**config.mk**
```make
export PLATFORM = sky130hd
export DESIGN_NAME = wdog_timer
export DESIGN_NICKNAME = d
export VERILOG_FILES = /design/src/rtl/wdog_pkg.sv /design/src/rtl/wdog_tick_sync.sv /design/src/rtl/wdog_ctrl.sv /design/src/rtl/wdog_data.sv /design/src/rtl/wdog_timer.sv
export SDC_FILE = /design/constraint.sdc
export NUM_CORES = 1
export LEC_CHECK = 0
export BUFFER_PORTS_ARGS = -buffer_cell sky130_fd_sc_hd__clkbuf_2
export CAP_MARGIN = 20
export CORE_ASPECT_RATIO = 0.7
export CORE_MARGIN = 2
export CORE_UTILIZATION = 38
export DETAILED_ROUTE_END_ITERATION = 7
export SYNTH_ARGS = -nofsm -noshare
export SYNTH_HDL_FRONTEND = slang
export SYNTH_SLANG_ARGS = --single-unit
```
**constraint.sdc**
```tcl
create_clock -name clk -period 2.48 [get_ports clk]
set_input_delay 0.248 -clock clk [delete_from_list [all_inputs] [get_ports clk]]
set_output_delay 0.248 -clock clk [all_outputs]
set_load 0.01 [all_outputs]
```
**src/rtl/wdog_pkg.sv**
```systemverilog
package wdog_pkg;
  localparam int BYTE_W = 8;
  localparam int CNT_W  = 2 * BYTE_W;

  localparam logic [2:0] A_CTRL   = 3'd0;
  localparam logic [2:0] A_CLKSEL = 3'd1;
  localparam logic [2:0] A_CNT_HI = 3'd2;
  localparam logic [2:0] A_CNT_LO = 3'd3;
  localparam logic [2:0] A_TO_HI  = 3'd4;
  localparam logic [2:0] A_TO_LO  = 3'd5;
  localparam logic [2:0] A_WIN_HI = 3'd6;
  localparam logic [2:0] A_WIN_LO = 3'd7;

  localparam logic [CNT_W-1:0] UNLK_W1 = 16'hC520;
  localparam logic [CNT_W-1:0] UNLK_W2 = 16'hD928;
  localparam logic [CNT_W-1:0] RFSH_W1 = 16'hA602;
  localparam logic [CNT_W-1:0] RFSH_W2 = 16'hB480;

  typedef struct packed {
    logic clrCnt;
    logic seqViol;
    logic refreshDone;
  } wdStrobe_t;

  typedef struct packed {
    logic             en;
    logic             winEn;
    logic             upd;
    logic             dbgEn;
    logic             waitEn;
    logic             stopEn;
    logic [1:0]       clkSel;
    logic [CNT_W-1:0] toVal;
    logic [CNT_W-1:0] winVal;
  } wdCfg_t;
endpackage

```
**src/rtl/wdog_tick_sync.sv**
```systemverilog
module wdog_tick_sync #(
  parameter int STAGES = 2
) (
  input  logic clk,
  input  logic rstN,
  input  logic asyncIn,
  output logic rise
);
  logic [STAGES:0] shReg;

  always_ff @(posedge clk) begin
    if (!rstN) shReg <= '0;
    else       shReg <= {shReg[STAGES-1:0], asyncIn};
  end

  assign rise = shReg[STAGES-1] & ~shReg[STAGES];
endmodule

```
**src/rtl/wdog_ctrl.sv**
```systemverilog
module wdog_ctrl
  import wdog_pkg::*;
#(
  parameter int SEQ_LIM  = 16,
  parameter int OPEN_CYC = 128
) (
  input  logic             clk,
  input  logic             rstN,
  input  logic             wrEn,
  input  logic [2:0]       addr,
  input  logic [BYTE_W-1:0] wrData,
  input  logic [CNT_W-1:0] count,
  output logic [BYTE_W-1:0] rdData,
  output wdCfg_t           cfg,
  output wdStrobe_t        stb
);
  localparam int SEQ_CW  = $clog2(SEQ_LIM + 1);
  localparam int OPEN_CW = $clog2(OPEN_CYC + 1);

  typedef enum logic [1:0] {S_IDLE, S_UNLK, S_RFSH} seqState_t;

  seqState_t           state, nextState;
  logic [SEQ_CW-1:0]   seqCnt;
  logic [OPEN_CW-1:0]  openCnt;
  logic [BYTE_W-1:0]   hiLatch;
  logic                firstPend;
  logic                cfgOpen;
  logic                wordStb;
  logic                unlockDone;
  logic                seqExpired;
  logic [CNT_W-1:0]    word;

  assign wordStb    = wrEn && (addr == A_CNT_LO);
  assign word       = {hiLatch, wrData};
  assign cfgOpen    = firstPend || (openCnt != '0);
  assign seqExpired = (seqCnt == SEQ_CW'(SEQ_LIM));

  always_comb begin
    nextState  = state;
    stb        = '0;
    unlockDone = 1'b0;
    unique case (state)
      S_IDLE: if (wordStb) begin
        if (word == UNLK_W1)      nextState = S_UNLK;
        else if (word == RFSH_W1) nextState = S_RFSH;
      end
      S_UNLK: begin
        if (wordStb) begin
          nextState = S_IDLE;
          if (word == UNLK_W2) begin
            stb.clrCnt = 1'b1;
            unlockDone = 1'b1;
          end else stb.seqViol = 1'b1;
        end else if (seqExpired) begin
          nextState   = S_IDLE;
          stb.seqViol = 1'b1;
        end
      end
      S_RFSH: begin
        if (wordStb) begin
          nextState = S_IDLE;
          if (word == RFSH_W2) begin
            stb.clrCnt      = 1'b1;
            stb.refreshDone = 1'b1;
          end else stb.seqViol = 1'b1;
        end else if (seqExpired) begin
          nextState   = S_IDLE;
          stb.seqViol = 1'b1;
        end
      end
      default: nextState = S_IDLE;
    endcase
  end

  always_ff @(posedge clk) begin
    if (!rstN) begin
      state   <= S_IDLE;
      seqCnt  <= '0;
      hiLatch <= '0;
    end else begin
      state <= nextState;
      if (wrEn && addr == A_CNT_HI) hiLatch <= wrData;
      if (state == S_IDLE) seqCnt <= (nextState != S_IDLE) ? SEQ_CW'(1) : '0;
      else if (!seqExpired) seqCnt <= seqCnt + SEQ_CW'(1);
    end
  end

  always_ff @(posedge clk) begin
    if (!rstN) openCnt <= '0;
    else if (unlockDone && cfg.upd) openCnt <= OPEN_CW'(OPEN_CYC);
    else if (openCnt != '0) openCnt <= openCnt - OPEN_CW'(1);
  end

  always_ff @(posedge clk) begin
    if (!rstN) begin
      firstPend <= 1'b1;
      cfg       <= '{en: 1'b0, winEn: 1'b0, upd: 1'b0, dbgEn: 1'b0, waitEn: 1'b0,
                     stopEn: 1'b0, clkSel: 2'd0, toVal: '1, winVal: '0};
    end else if (wrEn && cfgOpen) begin
      unique case (addr)
        A_CTRL: begin
          firstPend  <= 1'b0;
          cfg.en     <= wrData[7];
          cfg.winEn  <= wrData[6];
          cfg.upd    <= wrData[5];
          cfg.dbgEn  <= wrData[2];
          cfg.waitEn <= wrData[1];
          cfg.stopEn <= wrData[0];
        end
        A_CLKSEL: cfg.clkSel <= wrData[1:0];
        A_TO_HI:  cfg.toVal[CNT_W-1:BYTE_W]  <= wrData;
        A_TO_LO:  cfg.toVal[BYTE_W-1:0]      <= wrData;
        A_WIN_HI: cfg.winVal[CNT_W-1:BYTE_W] <= wrData;
        A_WIN_LO: cfg.winVal[BYTE_W-1:0]     <= wrData;
        default: ;
      endcase
    end
  end

  always_comb begin
    unique case (addr)
      A_CTRL:   rdData = {cfg.en, cfg.winEn, cfg.upd, 2'b00, cfg.dbgEn, cfg.waitEn, cfg.stopEn};
      A_CLKSEL: rdData = {6'd0, cfg.clkSel};
      A_CNT_HI: rdData = count[CNT_W-1:BYTE_W];
      A_CNT_LO: rdData = count[BYTE_W-1:0];
      A_TO_HI:  rdData = cfg.toVal[CNT_W-1:BYTE_W];
      A_TO_LO:  rdData = cfg.toVal[BYTE_W-1:0];
      A_WIN_HI: rdData = cfg.winVal[CNT_W-1:BYTE_W];
      default:  rdData = cfg.winVal[BYTE_W-1:0];
    endcase
  end


  seq_limit_chk: assert property (@(posedge clk) disable iff (!rstN)
    (state != S_IDLE) |-> (seqCnt <= SEQ_CW'(SEQ_LIM)));


  ctrl_lock_chk: assert property (@(posedge clk) disable iff (!rstN)
    (wrEn && addr == A_CTRL && !cfgOpen) |=>
      $stable({cfg.en, cfg.winEn, cfg.upd, cfg.dbgEn, cfg.waitEn, cfg.stopEn}));


  open_bound_chk: assert property (@(posedge clk) disable iff (!rstN)
    openCnt <= OPEN_CW'(OPEN_CYC));
endmodule

```
**src/rtl/wdog_data.sv**
```systemverilog
module wdog_data
  import wdog_pkg::*;
#(
  parameter int SYNC_STAGES = 2,
  parameter int N_SRC       = 2
) (
  input  logic             clk,
  input  logic             rstN,
  input  wdCfg_t           cfg,
  input  wdStrobe_t        stb,
  input  logic [N_SRC-1:0] slowTick,
  input  logic             dbgMode,
  input  logic             waitMode,
  input  logic             stopMode,
  output logic [CNT_W-1:0] count,
  output logic             resetReq
);
  logic [N_SRC-1:0] tickRise;
  logic             tickSel;
  logic             modeOk;
  logic             run;
  logic             hit;
  logic             earlyRefresh;

  for (genvar i = 0; i < N_SRC; i++) begin : g_sync
    wdog_tick_sync #(.STAGES(SYNC_STAGES)) u_sync (
      .clk(clk), .rstN(rstN), .asyncIn(slowTick[i]), .rise(tickRise[i])
    );
  end

  always_comb begin
    unique case (cfg.clkSel)
      2'd0:    tickSel = 1'b1;
      2'd1:    tickSel = tickRise[0];
      default: tickSel = tickRise[N_SRC-1];
    endcase
  end

  assign modeOk = !(dbgMode && !cfg.dbgEn) && !(waitMode && !cfg.waitEn)
               && !(stopMode && !cfg.stopEn);
  assign run          = cfg.en && modeOk && tickSel;
  assign hit          = cfg.en && (count == cfg.toVal);
  assign earlyRefresh = stb.refreshDone && cfg.winEn && (count < cfg.winVal);

  always_ff @(posedge clk) begin
    if (!rstN) count <= '0;
    else if (stb.clrCnt) count <= '0;
    else if (run && count != cfg.toVal) count <= count + CNT_W'(1);
  end

  always_ff @(posedge clk) begin
    if (!rstN) resetReq <= 1'b0;
    else if (cfg.en && (stb.seqViol || hit || earlyRefresh)) resetReq <= 1'b1;
  end


  sticky_req_chk: assert property (@(posedge clk) disable iff (!rstN)
    resetReq |=> resetReq);


  clear_cnt_chk: assert property (@(posedge clk) disable iff (!rstN)
    stb.clrCnt |=> (count == '0));


  stop_hold_chk: assert property (@(posedge clk) disable iff (!rstN)
    (stopMode && !cfg.stopEn && !stb.clrCnt) |=> $stable(count));


  timeout_req_chk: assert property (@(posedge clk) disable iff (!rstN)
    (cfg.en && count == cfg.toVal) |=> resetReq);
endmodule

```
**src/rtl/wdog_timer.sv**
```systemverilog
module wdog_timer
  import wdog_pkg::*;
#(
  parameter int SEQ_LIM     = 16,
  parameter int OPEN_CYC    = 128,
  parameter int SYNC_STAGES = 2
) (
  input  logic       clk,
  input  logic       rstN,
  input  logic       wrEn,
  input  logic [2:0] addr,
  input  logic [7:0] wrData,
  output logic [7:0] rdData,
  input  logic       lpoTick,
  input  logic       altTick,
  input  logic       dbgMode,
  input  logic       waitMode,
  input  logic       stopMode,
  output logic       resetReq
);
  wdCfg_t           cfg;
  wdStrobe_t        stb;
  logic [CNT_W-1:0] count;

  wdog_ctrl #(.SEQ_LIM(SEQ_LIM), .OPEN_CYC(OPEN_CYC)) u_ctrl (
    .clk(clk), .rstN(rstN), .wrEn(wrEn), .addr(addr), .wrData(wrData),
    .count(count), .rdData(rdData), .cfg(cfg), .stb(stb)
  );

  wdog_data #(.SYNC_STAGES(SYNC_STAGES), .N_SRC(2)) u_data (
    .clk(clk), .rstN(rstN), .cfg(cfg), .stb(stb),
    .slowTick({altTick, lpoTick}), .dbgMode(dbgMode), .waitMode(waitMode),
    .stopMode(stopMode), .count(count), .resetReq(resetReq)
  );
endmodule

```
==> results of run 1 <==
==> registers in the layout, summed over array words and instances, names as in the netlist, 2 cells and up <==
register	flops
u_ctrl.state	2
u_ctrl.cfg	40
u_ctrl.seqCnt	5
u_data.count	16
u_ctrl.hiLatch	8
u_ctrl.openCnt	8
u_data.g_sync.u_sync.shReg	6
==> Yosys cell counts (all sizes together) (8+ instances only) <==
master   n  area (sq um)
a211oi  18           135
a21oi   22           110
and2    11          68.8
buf     11          63.8
clkbuf  21          78.8
dfxtp   87          1740
ha      23           288
inv     28           105
mux2     8          90.1
mux2i   35           350
nand2   53           199
nand3   22           110
nand4   12          75.1
nor2    50           188
nor3     8          50.1
o21ai   18          90.1
o31ai   13          97.6
or4     17           131
xnor2   22           193
==> power by group through the flow <==
stage / Clock [uW] / Combinational, uW / Sequential [uW]
after floorplan: 0 / 450 / 1560
after global placement: 0 / 568 / 1580
after detailed placement: 0 / 580 / 1590
after CTS: 1490 / 587 / 1560
after global routing: 1560 / 665 / 1570
final: 1480 / 592 / 1560
==> final cells by class <==
type                       instances  area [sq um]
fill                            1236          6900
multi-input combinational        410          2930
sequential                        87          1740
timing repair buffer              50           308
clock buffer                      11           243
tap                              162           203
inverter                          29           109
clock inverter                     3          68.8
==> worst paths after layout <==
| kind | endpoint | startpoint | cells after the start | slack [ps] |
|---|---|---|---|---|
| worst max-delay path | u_ctrl.cfg[25] | u_ctrl.openCnt[0] | 8 | 190 |
| worst min-delay path | u_data.g_sync[0].u_sync.shReg[0] | lpoTick | 2 | 110 |
| worst max register to register | u_ctrl.cfg[25] | u_ctrl.openCnt[0] | 8 | 190 |
| worst min register to register | u_data.g_sync[0].u_sync.shReg[1] | u_data.g_sync[0].u_sync.shReg[0] | 1 | 430 |
==> routing by layer <==
metal	track usage	wire length, um	up-vias
met5	0	0	-
met4	0.0554	207	0
met3	0.0573	1140	18
met2	0.313	5880	148
met1	0.320	7270	2096
li1	-	-	2077
==> cells in the final DEF (no fill, tap or decap), types with 16 or more instances in the layout <==
master    Yosys  final
a211oi_1     18     18
a21oi_1      22     22
buf_4         4     23
clkbuf_2      0     27
dfxtp_1      87     87
ha_1         23     23
inv_1        28     28
mux2i_1      35     35
nand2_1      53     53
nand3_1      22     22
nor2_1       50     50
or4_1        16     16
xnor2_1      22     22
==> through the flow <==
| step | power (uW) | hold WS (ps) | worst slack (ps) |
|---|---|---|---|
| 2_1_floorplan | 2010 | 372 | 416 |
| 3_3_place_gp | 2150 | 414 | 280 |
| 3_5_place_dp | 2170 | 421 | 212 |
| 4_1_cts | 3630 | 105 | 201 |
| 5_1_grt | 3790 | 111 | 4.55 |
| 6_report | 3630 | 109 | 194 |
==> logic make-up (layout without fill, tap and decap cells) <==
logic type / Yosys count / after routing
mux: 49 / 49
buf+inv: 61 / 93
flops: 87 / 87
fa+ha+maj: 23 / 23
xor+xnor: 25 / 25
compound gates: 100 / 100
simple gates: 213 / 213
==> worst register-to-register path, cell delays in order (launching register included) <==
cell and delay [ps]:
dfxtp_1 370, inv_1 60, ha_1 210, or3b_1 280
o41ai_2 120, buf_4 190, nor3_2 610, mux2i_1 270
nand2_1 60
==> results.sh, run 1 <==
export IMPL_status="completed"
export IMPL_rows=34
export IMPL_synth_compound_area_share=0.143
export IMPL_wire_per_inst_um=19.3
export IMPL_crit_required_ps=2710
export IMPL_syn_avg_cell_area_sq_um=8.81
export IMPL_coreArea_sq_um=12500
export IMPL_dieWidth_um=140
export IMPL_setup_viol=0
export IMPL_p_per_area_nw_per_um2=647
export IMPL_ys_seq_elements=87
export IMPL_timing_fmax_mhz=437
export IMPL_fin_util=0.448
export IMPL_rsz0062_at_grt="no"
export IMPL_worstPathMaxFanout=11
export IMPL_max_stage_delay_ps=600
export IMPL_dieArea_sq_um=13900
export IMPL_grt_overflow_total=0
export IMPL_worstPathCellList="inv_1 > ha_1 > or3b_1 > o41ai_2 > buf_4 > nor3_2 > mux2i_1 > nand2_1"
export IMPL_finalCritPeriodShare=0.922
export IMPL_viasPerCell=5.77
export IMPL_grt_pass1_wl_um=23500
export IMPL_clkTransAtPathRegs_ps=60
export IMPL_vias=4339
export IMPL_p_switching_uw=989
export IMPL_cts_hold_buf=0
export IMPL_synth_cell_types=63
export IMPL_crit_arrival_ps=2510
export IMPL_comb_power_share=0.163
export IMPL_drive_gt1_frac=0.156
export IMPL_die_h_um=99.2
export IMPL_ctsResizeCount=0
export IMPL_dp_hpwl_um=10800
export IMPL_min_period_ps=2290
export IMPL_antenna_found_initial=0
export IMPL_p_int_uw=2640
export IMPL_synth_top_family_by_area="simple AND/OR/NAND/NOR gates"
export IMPL_synthesis_nets=600
export IMPL_setup_worst_path_start_class="flip-flop"
export IMPL_drv_slew=0
export IMPL_synth_simple_area_share=0.232
export IMPL_cts_num_sinks=87
export IMPL_hold_viol=0
export IMPL_grt_max_degree=48
export IMPL_pin_count=28
export IMPL_cts_root_buffer="clkbuf_16"
export IMPL_synth_adder_area_share=0.0585
export IMPL_grt_pass1_vias=4193
export IMPL_synthCells=558
export IMPL_seq_power_share=0.430
export IMPL_cp_buffers_inverters=2
export IMPL_synth_edf_count=0
export IMPL_place_inst=738
export IMPL_synthArstFlopShare=0
export IMPL_crit_path_end_kind="flip-flop"
export IMPL_ir_drop_mv=0.338
export IMPL_worst_pin_slew_ps=939
export IMPL_drc=0
export IMPL_cts_setup_buffers=0
export IMPL_clock_latency_ps=350
export IMPL_fin_area_sq_um=5600
export IMPL_sw_frac_of_total=0.273
export IMPL_globalplace_congestion=0.935
export IMPL_clock_skew_ps=7.00
export IMPL_dr_pass1_iters=5
export IMPL_synthFlopType="dfxtp_1"
export IMPL_track_usage=0.217
export IMPL_critPathKind="reg2reg"
export IMPL_tns_ps=0
export IMPL_drv_cap=0
export IMPL_drt_wl_total_um=14500
export IMPL_netlist_area_sq_um=4920
export IMPL_start_util=0.393
export IMPL_ys_warn_count=0
export IMPL_cts_tree="done"
export IMPL_ant_nets=0
export IMPL_muxShareOfSynthArea=0.117
export IMPL_cp_slowest_cell="nor3_2"
export IMPL_ys_seq_area_frac=0.354
export IMPL_io_buffer_count=27
export IMPL_clkPwrFrac=0.407
export IMPL_insertedDiodeCount=0
export IMPL_cts_buffers=9
export IMPL_clockBufferDepth=2
export IMPL_dpl_cell_area_sq_um=5290
export IMPL_area_delta_synth_final_pct=14.0
export IMPL_cellLeakagePower_uw=0.00213
export IMPL_cts_max_level=3
export IMPL_max_slew_margin=0.371
export IMPL_hp_class="in2reg"
export IMPL_path_delay_family="simple AND/OR/NAND/NOR gates"
export IMPL_stdcell_count=752
export IMPL_drt_iter0_drc=437
export IMPL_synth_xor_area_share=0.0445
export IMPL_layout_nets=629
No activity file was read; power rests on OpenSTA's default activity.
==> inputs of run 2 (changes only) <==
--- a/config.mk
+++ b/config.mk
@@ -7,10 +7,15 @@
 export LEC_CHECK = 0
 export BUFFER_PORTS_ARGS = -buffer_cell sky130_fd_sc_hd__clkbuf_2
 export CAP_MARGIN = 20
+export CELL_PAD_IN_SITES_DETAIL_PLACEMENT = 2
+export CELL_PAD_IN_SITES_GLOBAL_PLACEMENT = 2
 export CORE_ASPECT_RATIO = 0.7
 export CORE_MARGIN = 2
 export CORE_UTILIZATION = 38
 export DETAILED_ROUTE_END_ITERATION = 7
+export MAX_ROUTING_LAYER = met4
+export PLACE_DENSITY_LB_ADDON = 0.1
+export SLEW_MARGIN = 30
 export SYNTH_ARGS = -nofsm -noshare
 export SYNTH_HDL_FRONTEND = slang
 export SYNTH_SLANG_ARGS = --single-unit
==> results.sh, run 2 (synthesis gave the netlist of run 1 again) <==
export IMPL_dp_hpwl_um=13000
export IMPL_fin_area_sq_um=5620
export IMPL_top_register="u_ctrl.cfg"
export IMPL_regToRegSetupSlack_ps=90
export IMPL_ant_nets=0
export IMPL_drt_wl_total_um=17700
export IMPL_rsz0062_at_grt="no"
export IMPL_grt_max_degree=34
export IMPL_layout_nets=628
export IMPL_comb_power_share=0.171
export IMPL_vias=4449
export IMPL_final_common_cell="dfxtp_1"
export IMPL_seq_power_share=0.424
export IMPL_insertedDiodeCount=0
export IMPL_grt_most_used_layer="met2"
export IMPL_max_slew_margin=0.566
export IMPL_crit_arrival_ps=2600
export IMPL_hp_class="in2reg"
export IMPL_cts_max_level=3
export IMPL_drv_slew=0
export IMPL_status="completed"
export IMPL_dr_pass1_iters=4
export IMPL_p_per_area_nw_per_um2=657
export IMPL_track_usage=0.273
export IMPL_antenna_found_initial=0
export IMPL_timing_fmax_mhz=419
export IMPL_die_h_um=99.2
export IMPL_use_met2=0.445
export IMPL_setup_viol=0
export IMPL_cts_buffers=9
export IMPL_pin_count=28
export IMPL_largest_reg_flops=40
export IMPL_drive_gt1_frac=0.159
export IMPL_drt_iter0_drc=247
export IMPL_dieArea_sq_um=13900
export IMPL_coreArea_sq_um=12500
export IMPL_crit_required_ps=2700
export IMPL_setup_worst_path_start_class="flip-flop"
export IMPL_crit_path_end_kind="flip-flop"
export IMPL_final_cell_mix="dfxtp_1, nand2_1, nor2_1"
export IMPL_worst_pin_slew_ps=649
export IMPL_clkPwrFrac=0.405
export IMPL_sw_frac_of_total=0.290
export IMPL_finalWorstSetupSlack_ps=91.4
export IMPL_tns_ps=0
export IMPL_cts_tree="done"
export IMPL_grt_pass1_vias=4875
export IMPL_cellLeakagePower_uw=0.00213
export IMPL_start_util=0.393
export IMPL_drc=0
export IMPL_clockBufferDepth=2
export IMPL_reg_largest_list="u_ctrl.cfg x40, u_data.count x16"
export IMPL_rows=34
export IMPL_clock_skew_ps=9.35
export IMPL_met1_usage=0.356
export IMPL_area_delta_synth_final_pct=14.3
export IMPL_critPathKind="reg2reg"
export IMPL_grt_overflow_total=0
export IMPL_cts_root_buffer="clkbuf_16"
export IMPL_dpl_cell_area_sq_um=5290
export IMPL_wire_per_inst_um=23.5
export IMPL_total_power_uw=3690
export IMPL_grt_pass1_wl_um=28200
export IMPL_p_switching_uw=1070
export IMPL_viasPerCell=5.92
export IMPL_io_buffer_count=27
export IMPL_clock_latency_ps=350
export IMPL_cts_num_sinks=87
export IMPL_worstPathMaxFanout=7
export IMPL_min_period_ps=2390
export IMPL_hold_viol=0
export IMPL_pre_cts_slack_ps=80.7
export IMPL_cts_setup_buffers=0
export IMPL_globalplace_congestion=0.839
export IMPL_finalCritPeriodShare=0.963
export IMPL_fin_util=0.449
export IMPL_ir_drop_mv=0.427
export IMPL_clkTransAtPathRegs_ps=70
export IMPL_grt_use_met3=0.0395
export IMPL_nFillCells=1378
export IMPL_drv_cap=0
export IMPL_dieWidth_um=140
export IMPL_p_int_uw=2620
[run 2: timing repair]
item,in CTS,in global routing
setup endpoints to repair,0,16
gates resized for setup,0,2
endpoints found under the hold margin,0,0
hold buffers,0,0
[run 2: cell type report]
cell class                 count  area (sq um)  area share
multi-input combinational    410          2950       0.524
sequential                    87          1740       0.310
timing repair buffer          49           300      0.0534
clock buffer                   9           225      0.0401
tap                          162           203      0.0361
inverter                      29           109      0.0194
clock inverter                 6          93.8      0.0167
[run 2: metal layers]
layer,vias to the layer above,part of all wire
met5,-,0
met4,0,0.023
met3,22,0.044
met2,92,0.48
met1,2256,0.46
li1,2079,-
[run 2: worst paths after layout]
path / startpoint / to / cells past startpoint
setup reg to reg: u_ctrl.openCnt[0] / u_ctrl.cfg[34] / 7
setup / recovery: u_ctrl.openCnt[0] / u_ctrl.cfg[34] / 7
hold reg to reg: u_data.g_sync[1].u_sync.shReg[0] / u_data.g_sync[1].u_sync.shReg[1] / 1
hold / removal: lpoTick / u_data.g_sync[0].u_sync.shReg[0] / 2
[run 2: worst max-delay path, stage by stage, from the launching register on]
cell,delay (ps)
dfxtp_1,340
inv_1,70
ha_1,170
or3b_1,490
o41ai_2,410
nand2b_1,430
mux2i_1,270
nor2_1,80
[run 2: power groups by stage]
stage | clock network (uW) | logic (uW) | registers, uW
6_report | 1500 | 633 | 1560
3_5_place_dp | 0 | 621 | 1600
4_1_cts | 1530 | 629 | 1570
5_1_grt | 1580 | 703 | 1570
2_1_floorplan | 0 | 450 | 1560
3_3_place_gp | 0 | 587 | 1580
[run 2: metrics by stage]
step,hold slack [ps],std cells
after CTS,101,752
final,109,752
after floorplan,372,558
after detailed placement,427,737
after global routing,118,752
after global placement,418,737
